## config.mk

```make
export PLATFORM = sky130hd
export DESIGN_NAME = spi_hold_ctl
export DESIGN_NICKNAME = d
export VERILOG_FILES = /design/src/rtl/spi_hold_ctl.sv
export SDC_FILE = /design/constraint.sdc
export NUM_CORES = 1
export LEC_CHECK = 0
export BUFFER_PORTS_ARGS = -buffer_cell sky130_fd_sc_hd__buf_2
export CAP_MARGIN = 20
export CORE_AREA = 2 2 39 41
export CTS_BUF_LIST = sky130_fd_sc_hd__clkbuf_16
export CTS_CLUSTER_SIZE = 24
export DETAILED_ROUTE_END_ITERATION = 16
export DIE_AREA = 0 0 41 43
export GPL_TIMING_DRIVEN = 0
export SYNTH_ARGS = -nofsm -noshare
export SYNTH_HDL_FRONTEND = slang
export SYNTH_SLANG_ARGS = --single-unit
```

## constraint.sdc

```tcl
create_clock -name clk -period 0.9 [get_ports clk]
set_input_delay 0.18 -clock clk [delete_from_list [all_inputs] [get_ports clk]]
set_output_delay 0.18 -clock clk [all_outputs]
set_load 0.05 [all_outputs]
```

## src/rtl/spi_hold_ctl.sv

```systemverilog
module spi_hold_ctl #(
  parameter int SYNC_STAGES = 2
) (
  input  logic clk,
  input  logic rst_n,
  input  logic sck,
  input  logic cs_n,
  input  logic hold_n,
  output logic hold_active,
  output logic clk_gate_en,
  output logic do_oe_n
);

  localparam int TOP = SYNC_STAGES - 1;

  typedef enum logic [1:0] {ST_IDLE, ST_RUN, ST_HELD, ST_LOCK} st_t;

  logic [TOP:0] sck_q, cs_q, hold_q;
  logic sck_s, cs_s, hold_s;
  st_t  st, st_nx;

  always_ff @(posedge clk or negedge rst_n) begin
    if (!rst_n) begin
      sck_q  <= '0;
      cs_q   <= '1;
      hold_q <= '1;
    end else begin
      sck_q  <= {sck_q[TOP-1:0], sck};
      cs_q   <= {cs_q[TOP-1:0], cs_n};
      hold_q <= {hold_q[TOP-1:0], hold_n};
    end
  end

  assign sck_s  = sck_q[TOP];
  assign cs_s   = cs_q[TOP];
  assign hold_s = hold_q[TOP];

  always_comb begin
    st_nx = st;
    case (st)
      ST_IDLE: if (!cs_s) st_nx = ST_RUN;
      ST_RUN: begin
        if (cs_s)                  st_nx = ST_IDLE;
        else if (!hold_s && !sck_s) st_nx = ST_HELD;
      end
      ST_HELD: begin
        if (cs_s)                  st_nx = ST_LOCK;
        else if (hold_s && !sck_s) st_nx = ST_RUN;
      end
      ST_LOCK: if (cs_s && hold_s) st_nx = ST_IDLE;
      default: st_nx = ST_IDLE;
    endcase
  end

  always_ff @(posedge clk or negedge rst_n) begin
    if (!rst_n) st <= ST_IDLE;
    else        st <= st_nx;
  end

  assign hold_active = (st == ST_HELD);
  assign clk_gate_en = (st == ST_RUN);
  assign do_oe_n     = (st != ST_RUN);


  enter_lowclk_chk: assert property (@(posedge clk) disable iff (!rst_n)
    $rose(hold_active) |-> $past(!sck_s && !hold_s && !cs_s));


  exit_lowclk_chk: assert property (@(posedge clk) disable iff (!rst_n)
    $fell(hold_active) |-> $past(cs_s || (hold_s && !sck_s)));


  lock_stay_chk: assert property (@(posedge clk) disable iff (!rst_n)
    (st == ST_LOCK && !hold_s) |=> (st == ST_LOCK && !clk_gate_en));


  desel_gate_chk: assert property (@(posedge clk) disable iff (!rst_n)
    cs_s |=> !clk_gate_en);


  open_sel_chk: assert property (@(posedge clk) disable iff (!rst_n)
    $rose(clk_gate_en) |-> $past(!cs_s));

endmodule

```

==> run_results.csv <==
group,metric,value,unit
status,status,"finished with violations",
status,violations,"setup timing",
cts,cts_buffer_depth,2,
yosys,yosys.area_share.simple,0.191,
critical_path,crit_end,"do_oe_n",
critical_path,path_max_fanout,4,
yosys,synth_edf_count,0,
pwr,vdd_drop_max,1.17,mV
die,initial_core_util,0.212,
route,wire_per_inst,9.87,µm
timing,hold_viol,0,
critical_path,cp.required,720,ps
pwr,leakage,0.222,nW
pwr,power_density,3940,nW/µm²
route,detail-route-antenna-nets,0,
route,first_iter_violations,5,
min_path,hold_class,"input pin to register",
cells_and_area,syn_to_final_growth,68.9,%
min_path,hold_path.startpoint,"cs_n",
timing,slew_headroom,0.886,
yosys,synth_top_family_by_area,"simple AND/OR/NAND/NOR gates",
critical_path,endpoint_kind,"output pin",
yosys,synth_nets,27,
placement,post_dp_cell_area,357,µm²
cts,cts_tree,"done",
cts,clk_latency,230,ps
critical_path,critPathArrivalTime,1000,ps
timing,setup_viol,5,
cts,h-tree-depth,1,
yosys,avgSynthCellArea,13.4,µm²
timing,rsz0062_at_grt,"yes",
yosys,synth_seq_cells,8,
die,fp.dieArea,1760,µm²
yosys,netlist_top_cells_count,"dfrtp_1, dfstp_2, nor2_1",
yosys,synth_top_area_frac,0.357,
timing,fin_crit,1180,ps
cells_and_area,fin_area,497,µm²
route,drc_errors,0,
yosys,muxShareOfSynthArea,0,
die,num_rows,14,
global_routing,grt_overflow_total,0,
critical_path,reg2reg_to,"st[0]",
yosys,ys.flop_type,"dfstp_2",
critical_path,crit-reg2reg-launch,"st[0]",
cells_and_area,nets,43,
global_routing,grt_pass1_vias,247,
timing,max_slew.worst_pin.slew,171,ps
global_routing,grt_antenna_before_repair,0,
critical_path,rrSetupSlack,-80,ps
die,dieHeight,43,µm
run,drv_cap,0,
yosys,syn_inst,22,
yosys,yosys_warnings,0,
timing,finClkSkew,0.947,ps
critical_path,reg2reg_depth,4,
timing,fin_crit_sh,1.31,
critical_path,critPathKind,"register to output pin",
yosys,netlist_area,294,µm²
cells_and_area,instances_no_fill,52,
cts,clk_pin_slew,40,ps
cells_and_area,diodes,0,
cts,cts_root_buffer,"clkbuf_16",
yosys,yosys.area_share.adder,0,
yosys,yosysTopAreaCell,"dfstp_2",
global_routing,grt_usage,0.0823,
yosys,ys_async_sr_fraction,1.00,
die,core_area,1380,µm²
route,dr.pass1.iters,5,
route,vias,222,
cells_and_area,drive_above_1_share,0.611,
yosys,synth_xor_area_frac,0,
global_routing,grt_pass1_wl,855,µm
cts,cts_sinks,8,
die,io_pins,8,
yosys,ys_types,13,
placement,dp.cells,45,
yosys,synth_area_leaders,"dfstp_2, dfrtp_1, nor2b_4",
die,die_w,41,µm
global_routing,grt_max_degree,9,
timing,slew_violations,0,
cts,numCtsBuffers,3,
timing,setup_tns,-859,ps
yosys,synth_compound_area_frac,0.0979,
critical_path,worst_setup_path_start_kind,"register",
placement,gp_congestion,0.596,
timing,setup_slack,-277,ps
critical_path,crit_start,"st[0]",
route,routed_via_density,4.27,
route,wirelength,513,µm
yosys,seq_area_frac_synth,0.698,
placement,portBuffers,7,
timing,fmax,849,MHz
-- worst max-delay path, stage by stage (launching register included) --
cell     delay, ps
dfrtp_2        400
nor2b_4        180
inv_2           50
buf_8          140
-- sequential cells by signal (all words and copies together) (netlist names) --
name / cells
cs_q: 2
hold_q: 2
sck_q: 2
st: 2
-- final cells by class --
class | instances | area, µm²
Timing Repair Buffer | 11 | 97.6
Inverter | 1 | 3.75
Fill cell | 144 | 887
Tap cell | 16 | 20.0
Clock buffer | 3 | 75.1
Multi-Input combinational cell | 13 | 92.6
Sequential cell | 8 | 208
-- repair_timing --
action	in CTS	in global routing
hold buffers	1	0
setup buffers	3	0
resized for setup	11	1
endpoints found under the setup margin	5	5
endpoints found under the hold margin	4	0
pin swaps	1	0
-- cell usage in the layout, fill, tap and decap left out, types with 2 or more instances in the layout --
cell type  Yosys  final
dfrtp_2        0      2
buf_4          0      2
nor2_1         3      3
buf_2          0      4
buf_6          0      2
buf_8          0      2
nand2b_1       2      2
dfstp_2        4      4
clkbuf_16      0      3
nor2b_4        1      2
dfrtp_1        4      2
-- how the worst min path moves through the flow --
stage | slack (ps) | endpoint | cells after the start
final | 50 | cs_q[0] | 1
after global routing | 50 | hold_q[0] | 1
after CTS | 50 | cs_q[0] | 1
after detailed placement | 30 | sck_q[0] | 1
after global placement | 20 | sck_q[0] | 1
after floorplan | -120 | sck_q[0] | 0
-- power breakdown --
part           total (mW)  switching [mW]  internal [mW]
combinational       0.731           0.380          0.352
sequential          0.499          0.0671          0.432
clock               0.729           0.158          0.571
-- logic make-up after synthesis --
kind of cell | count (synthesis)
compound gates | 4
flops | 8
buf+inv | 1
simple gates | 9
-- layer usage --
layer / GRT usage / up-vias / routed length, µm
met5: 0 / - / 0
met2: 0.122 / 8 / 265
met3: 0.0314 / 2 / 26
met4: 0.120 / 0 / 11
li1: - / 103 / -
met1: 0.0602 / 109 / 209
-- metrics by stage --
| stage | power [mW] | setup slack (ps) | hold slack (ps) | utilization |
|---|---|---|---|---|
| 2_1_floorplan | 0.887 | -375 | -116 | - |
| 3_3_place_gp | 0.981 | -170 | 22.3 | 0.258 |
| 3_5_place_dp | 0.987 | -177 | 28.3 | 0.258 |
| 4_1_cts | 1.96 | -274 | 49.3 | 0.356 |
| 5_1_grt | 2.05 | -326 | 47.9 | 0.359 |
| 6_report | 1.96 | -277 | 52.5 | 0.359 |
Power figures use the tool's default switching activity.
